==> src/rtl/prof_lim_pkg.sv <==
package prof_lim_pkg;
  localparam int unsigned REG_W   = 64;
  localparam int unsigned LIM_LSB = 12;

  typedef logic [4:0] outcome_t;
  localparam outcome_t OC_DIRECT = 5'b00001;
  localparam outcome_t OC_REDIR  = 5'b00010;
  localparam outcome_t OC_TRAP3  = 5'b00100;
  localparam outcome_t OC_TRAP2  = 5'b01000;
  localparam outcome_t OC_UNDEF  = 5'b10000;

  localparam logic [5:0] EC_SYSREG = 6'h18;

  localparam logic [REG_W-1:0] RSVD_BITS  = 64'h0000_0000_0000_0FD8;
  localparam logic [REG_W-1:0] FREEZE_BIT = 64'h0000_0000_0000_0020;

  typedef struct packed {
    logic [1:0] el;
    logic       ns;
    logic       halted;
    logic       sdd;
    logic       el3_impl;
    logic       el2_on;
    logic       fgt_en;
    logic       fgt_rd;
    logic       fgt_wr;
    logic       e2_own0;
    logic [1:0] e3_own;
    logic       nv2;
    logic       nv;
  } ctx_t;
endpackage

==> src/rtl/prof_lim_access_dec.sv <==
module prof_lim_access_dec
  import prof_lim_pkg::*;
#(
  parameter bit SDD_UNDEF_FIRST = 1'b1
) (
  input  ctx_t       ctx,
  input  logic       is_write,
  output outcome_t   outcome,
  output logic [5:0] syn_class
);
  logic own3_pass, own3_fail, dbg_lock, early_undef, fgt_hit, e2_trap, redir;

  always_comb begin
    own3_pass   = ctx.ns ? (ctx.e3_own == 2'b11) : (ctx.e3_own == 2'b01);
    own3_fail   = ctx.el3_impl && !own3_pass;
    dbg_lock    = ctx.halted && ctx.sdd;
    early_undef = SDD_UNDEF_FIRST && dbg_lock && own3_fail;
    fgt_hit     = ctx.el2_on && (!ctx.el3_impl || ctx.fgt_en) &&
                  (is_write ? ctx.fgt_wr : ctx.fgt_rd);
    e2_trap     = ctx.el2_on && !ctx.e2_own0;
    redir       = ctx.el2_on && ctx.nv2 && ctx.nv;
  end

  always_comb begin
    outcome = OC_DIRECT;
    unique case (ctx.el)
      2'd0: outcome = OC_UNDEF;
      2'd1: begin
        if (early_undef)    outcome = OC_UNDEF;
        else if (fgt_hit)   outcome = OC_TRAP2;
        else if (e2_trap)   outcome = OC_TRAP2;
        else if (own3_fail) outcome = dbg_lock ? OC_UNDEF : OC_TRAP3;
        else if (redir)     outcome = OC_REDIR;
        else                outcome = OC_DIRECT;
      end
      2'd2: begin
        if (early_undef)    outcome = OC_UNDEF;
        else if (own3_fail) outcome = dbg_lock ? OC_UNDEF : OC_TRAP3;
        else                outcome = OC_DIRECT;
      end
      default: outcome = OC_DIRECT;
    endcase
    syn_class = (outcome == OC_TRAP2 || outcome == OC_TRAP3) ? EC_SYSREG : 6'h00;
  end
endmodule

==> src/rtl/prof_lim_wr_mask.sv <==
module prof_lim_wr_mask
  import prof_lim_pkg::*;
#(
  parameter bit          HAS_V1P2  = 1'b1,
  parameter int unsigned GRAN_LOG2 = 12
) (
  input  logic [REG_W-1:0] raw,
  output logic [REG_W-1:0] clean
);
  localparam logic [REG_W-1:0] GRAN_BITS =
    ((64'd1 << GRAN_LOG2) - 64'd1) & ~((64'd1 << LIM_LSB) - 64'd1);

  logic [REG_W-1:0] frz_clr;

  generate
    if (HAS_V1P2) begin : g_frz_keep
      assign frz_clr = '0;
    end else begin : g_frz_drop
      assign frz_clr = FREEZE_BIT;
    end
  endgenerate

  assign clean = raw & ~(RSVD_BITS | GRAN_BITS | frz_clr);
endmodule

==> src/rtl/prof_lim_store.sv <==
module prof_lim_store
  import prof_lim_pkg::*;
#(
  parameter bit HAS_V1P2 = 1'b1
) (
  input  logic             clk,
  input  logic             rst,
  input  logic             wr_en,
  input  logic [REG_W-1:0] wr_val,
  output logic [REG_W-1:0] q,
  output logic [REG_W-1:0] limit_addr,
  output logic [1:0]       fill_mode,
  output logic             freeze,
  output logic             enable,
  output logic             discard
);
  always_ff @(posedge clk) begin
    if (rst)        q <= '0;
    else if (wr_en) q <= wr_val;
  end

  assign limit_addr = {q[REG_W-1:LIM_LSB], {LIM_LSB{1'b0}}};
  assign fill_mode  = q[2:1];
  assign freeze     = q[5];
  assign enable     = q[0];
  assign discard    = !q[0] || (HAS_V1P2 && q[2:1] == 2'b10);

  AST_ENABLE_AFTER_RESET: assert property (@(posedge clk) disable iff (rst)
    $past(rst) |-> !enable);
  AST_RSVD_STAY_ZERO: assert property (@(posedge clk) disable iff (rst)
    (q & RSVD_BITS) == '0);
  AST_HOLD_WITHOUT_WRITE: assert property (@(posedge clk) disable iff (rst)
    !wr_en |=> $stable(q));
endmodule

==> src/rtl/prof_lim_reg.sv <==
module prof_lim_reg
  import prof_lim_pkg::*;
#(
  parameter bit          HAS_V1P2        = 1'b1,
  parameter int unsigned GRAN_LOG2       = 12,
  parameter bit          SDD_UNDEF_FIRST = 1'b1,
  parameter int unsigned OFF_W           = 12,
  parameter logic [11:0] REDIR_OFF       = 12'h800
) (
  input  logic              clk,
  input  logic              rst,
  input  logic              req_valid,
  input  logic              req_write,
  input  logic [63:0]       req_wdata,
  input  logic [1:0]        cur_el,
  input  logic              nonsecure,
  input  logic              halted,
  input  logic              sec_dbg_dis,
  input  logic              el3_impl,
  input  logic              el2_active,
  input  logic              fgt_enable,
  input  logic              fgt_rd_trap,
  input  logic              fgt_wr_trap,
  input  logic              el2_own_lo,
  input  logic [1:0]        el3_own,
  input  logic              virt_nv2,
  input  logic              virt_nv,
  output logic              rsp_valid,
  output logic [4:0]        rsp_outcome,
  output logic [5:0]        rsp_class,
  output logic [63:0]       rsp_rdata,
  output logic [OFF_W-1:0]  rsp_offset,
  output logic [63:0]       cfg_limit_addr,
  output logic [1:0]        cfg_fill_mode,
  output logic              cfg_freeze,
  output logic              cfg_enable,
  output logic              cfg_discard
);
  ctx_t             ctx;
  outcome_t         dec_out;
  logic [5:0]       dec_class;
  logic [REG_W-1:0] clean_w, reg_q;
  logic             wr_en;

  assign ctx = '{el: cur_el, ns: nonsecure, halted: halted, sdd: sec_dbg_dis,
                 el3_impl: el3_impl, el2_on: el2_active, fgt_en: fgt_enable,
                 fgt_rd: fgt_rd_trap, fgt_wr: fgt_wr_trap, e2_own0: el2_own_lo,
                 e3_own: el3_own, nv2: virt_nv2, nv: virt_nv};

  prof_lim_access_dec #(.SDD_UNDEF_FIRST(SDD_UNDEF_FIRST)) u_dec (
    .ctx(ctx), .is_write(req_write), .outcome(dec_out), .syn_class(dec_class)
  );

  prof_lim_wr_mask #(.HAS_V1P2(HAS_V1P2), .GRAN_LOG2(GRAN_LOG2)) u_mask (
    .raw(req_wdata), .clean(clean_w)
  );

  assign wr_en = req_valid && req_write && (dec_out == OC_DIRECT);

  prof_lim_store #(.HAS_V1P2(HAS_V1P2)) u_store (
    .clk(clk), .rst(rst), .wr_en(wr_en), .wr_val(clean_w), .q(reg_q),
    .limit_addr(cfg_limit_addr), .fill_mode(cfg_fill_mode),
    .freeze(cfg_freeze), .enable(cfg_enable), .discard(cfg_discard)
  );

  always_ff @(posedge clk) begin
    if (rst) begin
      rsp_valid   <= 1'b0;
      rsp_outcome <= '0;
      rsp_class   <= '0;
      rsp_rdata   <= '0;
      rsp_offset  <= '0;
    end else begin
      rsp_valid <= req_valid;
      if (req_valid) begin
        rsp_outcome <= dec_out;
        rsp_class   <= dec_class;
        rsp_rdata   <= (!req_write && dec_out == OC_DIRECT) ? reg_q : '0;
        rsp_offset  <= (dec_out == OC_REDIR) ? OFF_W'(REDIR_OFF) : '0;
      end else begin
        rsp_outcome <= '0;
        rsp_class   <= '0;
        rsp_rdata   <= '0;
        rsp_offset  <= '0;
      end
    end
  end

  AST_LEVEL0_UNDEF: assert property (@(posedge clk) disable iff (rst)
    req_valid && cur_el == 2'd0 |=> rsp_outcome == OC_UNDEF);
  AST_LEVEL3_DIRECT: assert property (@(posedge clk) disable iff (rst)
    req_valid && cur_el == 2'd3 |=> rsp_outcome == OC_DIRECT);
  AST_ONE_OUTCOME: assert property (@(posedge clk) disable iff (rst)
    rsp_valid |-> $countones(rsp_outcome) == 1);
  AST_TRAP_CLASS: assert property (@(posedge clk) disable iff (rst)
    rsp_valid && (rsp_outcome[3] || rsp_outcome[2]) |-> rsp_class == EC_SYSREG);
  AST_RSP_NEXT_CYCLE: assert property (@(posedge clk) disable iff (rst)
    req_valid |=> rsp_valid);
  AST_REDIR_OFFSET: assert property (@(posedge clk) disable iff (rst)
    rsp_valid && rsp_outcome[1] |-> rsp_offset == OFF_W'(REDIR_OFF) && rsp_rdata == '0);
endmodule

==> config.mk <==
export PLATFORM = sky130hd
export DESIGN_NAME = prof_lim_reg
export DESIGN_NICKNAME = d
export VERILOG_FILES = /design/src/rtl/prof_lim_pkg.sv /design/src/rtl/prof_lim_access_dec.sv /design/src/rtl/prof_lim_wr_mask.sv /design/src/rtl/prof_lim_store.sv /design/src/rtl/prof_lim_reg.sv
export SDC_FILE = /design/constraint.sdc
export NUM_CORES = 1
export LEC_CHECK = 0
export ABC_AREA = 1
export BUFFER_PORTS_ARGS = -buffer_cell sky130_fd_sc_hd__buf_2
export CORE_AREA = 4 4 115 117
export CTS_CLUSTER_SIZE = 16
export DETAILED_ROUTE_END_ITERATION = 7
export DIE_AREA = 0 0 119 121
export PLACE_DENSITY = 0.7
export SYNTH_ARGS = -nofsm -noshare
export SYNTH_HDL_FRONTEND = slang
export SYNTH_SLANG_ARGS = --single-unit
==> constraint.sdc <==
create_clock -name clk -period 1.9 [get_ports clk]
set_clock_uncertainty 0.15 [all_clocks]
set_input_delay 0.285 -clock clk [delete_from_list [all_inputs] [get_ports clk]]
set_output_delay 0.285 -clock clk [all_outputs]
set_load 0.02 [all_outputs]
==> out/results.tsv <==
stage	metric	value	unit
outcome	status	finished, final reports clean	
global_routing	antenna_found_initial	2	
sta	tns	0	ns
clocking	cts-buffers-inserted	17	
clocking	cts_setup_buffers	0	
clocking	clk_path_buf_depth	2	
logic_synthesis	synthTopCellsByCount	inv_1 (123), dfxtp_1 (120), nor2_1 (118), nand2_1 (69)	
layout	fillCellCount	1226	
worst_setup_path	cp_max_fo	3	
worst_setup_path	cp_slowest_cell	dfxtp_1	
power_and_ir_drop	total_power	6650	uW
layout	register_area	0.00240	mm^2
route	routed_wl	11700	um
route	vias_per_cell	4.20	
power_and_ir_drop	p_leak	0.00332	uW
sta	rsz0062_at_grt	no	
worst_setup_path	cp_slowest_stage_delay	0.36	ns
hold_path	hp-start	req_wdata[30]	
route	num_vias	4222	
sta	final-hold-violation-count	0	
global_routing	grt_use_total	0.161	
route	ant_nets	0	
route	drc	0	
floorplan	die_h	121	um
clocking	cts_tree	yes	
sta	period_share	0.902	
placement	place_congestion	0.724	
worst_setup_path	crit_start	u_store.q[2]	
logic_synthesis	syn_area	0.00476	mm^2
layout	multi_input_area	0.00151	mm^2
logic_synthesis	yosysMostFrequentCell	inv_1	
worst_setup_path	r2r-start	u_store.q[1]	
clocking	root_buffer	clkbuf_16	
sta	clock.fmax	0.583	GHz
global_routing	grt_pass1_wl	18300	um
layout	area_delta_synth_final	32.7	%
floorplan	initial_core_util	0.385	
global_routing	grt_pass1_vias	3780	
placement	place_ws	0.136	ns
sta	period_minus_slack	1.71	ns
logic_synthesis	yosys.area.top_type_share	0.505	
sta	finalWorstSetupSlack	0.186	ns
worst_setup_path	path_cells	inv_1 > o21ai_0 > buf_2	
placement	place_inst	972	
floorplan	floorplan.core_area	0.0124	mm^2
layout	stdcell_count	1005	
logic_synthesis	ys_top_cells_by_area	dfxtp_1 (50%), inv_1 (9.7%), nor2_1 (9.3%)	
logic_synthesis	yosys.area.top_type	dfxtp_1	
worst_setup_path	path_class	flip-flop to output port	
worst_setup_path	path_buf_inv	2	
sta	finalSetupViolCount	0	
worst_setup_path	crit_path_end_kind	output port	
logic_synthesis	async_flop_share	0	
power_and_ir_drop	p_per_area	1050	mW/mm^2
route	drt-pass1-iter-count	4	
worst_setup_path	worst_ep_arrival_time	1.28	ns
power_and_ir_drop	ir_drop	0.450	mV
clocking	cts-htree-levels	4	
worst_setup_path	cp_top_family	flip-flops	
clocking	cts_sinks	120	
run	cap_violations	0	
worst_setup_path	crit_path_start_kind	flip-flop	
logic_synthesis	netlist_instances	634	
clocking	cts_resized	0	
clocking	cts.clk_slew.worst_paths	0.05	ns
layout	final_nets	902	
sta	drv_slew	0	
layout	drive_above_1_share	0.290	
route	wl_per_cell	11.6	um
hold_path	min_path_type	input pin to flip-flop	
floorplan	dieArea	0.0144	mm^2
logic_synthesis	yosysSeqAreaShare	0.505	
logic_synthesis	synth_edf_count	0	
logic_synthesis	ys_types	21	
global_routing	grt_overflow_total	0	
placement	port_buffers	196	
worst_setup_path	cp.required	1.46	ns
clocking	insertion_delay	0.41	ns
logic_synthesis	synthFlopType	dfxtp_1	
floorplan	fp-row-count	41	
floorplan	pin_count	240	
route	drt_iter0_markers	257	
floorplan	die_w	119	um
logic_synthesis	avgSynthCellArea	7.51	um^2
logic_synthesis	yosysWarnings	0	
clocking	hold_buffers	0	
logic_synthesis	ys_ff_latch	120	
global_routing	grt_max_degree	85	
placement	hpwl	8010	um
==> routing by layer <==
metal / track usage / vias to the layer above / part of all wire
li1: - / 2197 / -
met5: 0 / - / 0.0011
met4: 0.0673 / 2 / 0.019
met2: 0.274 / 150 / 0.49
met3: 0.0643 / 21 / 0.075
met1: 0.178 / 1852 / 0.42
==> stage by stage <==
| step | hold slack (ns) | util | area, um^2 |
|---|---|---|---|
| after floorplan | 0.313 | - | 4890 |
| after global placement | 0.275 | 0.461 | 5700 |
| after global routing | 0.0269 | 0.511 | 6310 |
| after CTS | 0.0152 | 0.510 | 6310 |
| after detailed placement | 0.279 | 0.461 | 5700 |
| final | 0.0312 | 0.511 | 6310 |
==> sequential cells by signal, summed over array words and instances (netlist names) <==
| register | cells |
|---|---|
| rsp_rdata | 56 |
| u_store.q | 56 |
| rsp_outcome | 5 |
| rsp_class | 1 |
| rsp_offset | 1 |
| rsp_valid | 1 |
==> logic make-up (layout without fill, tap and decap cells) <==
group / Yosys count / after routing / share of synthesized area
simple gates: 255 / 255 / 0.223
flops: 120 / 120 / 0.505
buf+inv: 196 / 360 / 0.205
compound gates: 62 / 62 / 0.0660
other cells: 1 / 36 / 0.000788
==> report_power, final <==
group / internal, uW / switching (uW) / leakage, uW
Combinational: 244 / 480 / 0.00205
Clock: 2200 / 1080 / 0.000293
Sequential: 2600 / 54.5 / 0.000973
Total: 5040 / 1620 / 0.00332
==> cell type report <==
cell class,count,share of cell area
antenna,1,0.000396
clock buffer,25,0.0785
clock inverter,7,0.0182
inverter,124,0.0739
multi-input combinational,352,0.239
sequential,120,0.381
tap,172,0.0341
timing repair buffer,204,0.175
==> cells in the final DEF, fill, tap and decap left out, drive strengths merged <==
master,synthesis,layout
nand3,61,61
nand2,72,72
clkinv,0,3
buf,59,204
bufinv,0,3
conb,1,35
o21ai,1,1
dfxtp,120,120
diode,0,1
clkinvlp,0,2
a21oi,59,59
o211ai,1,1
or2,1,1
o22ai,1,1
inv,124,123
nor2,119,119
clkbuf,13,25
nor4,2,2
==> final timing paths <==
path	endpoint	slack, ns	depth (start not counted)
max	cfg_discard	0.19	3
min	u_store.q[30]	0.03	5
max reg2reg	u_store.q[1]	1.11	2
min reg2reg	rsp_rdata[35]	0.28	2
==> tightest hold or removal path, stage by stage <==
cell and delay, ns:
buf_2 0.07, inv_1 0.03, nand3_1 0.06, nand2_1 0.05
nor2_1 0.07
No activity file was read; power rests on OpenSTA's default activity.
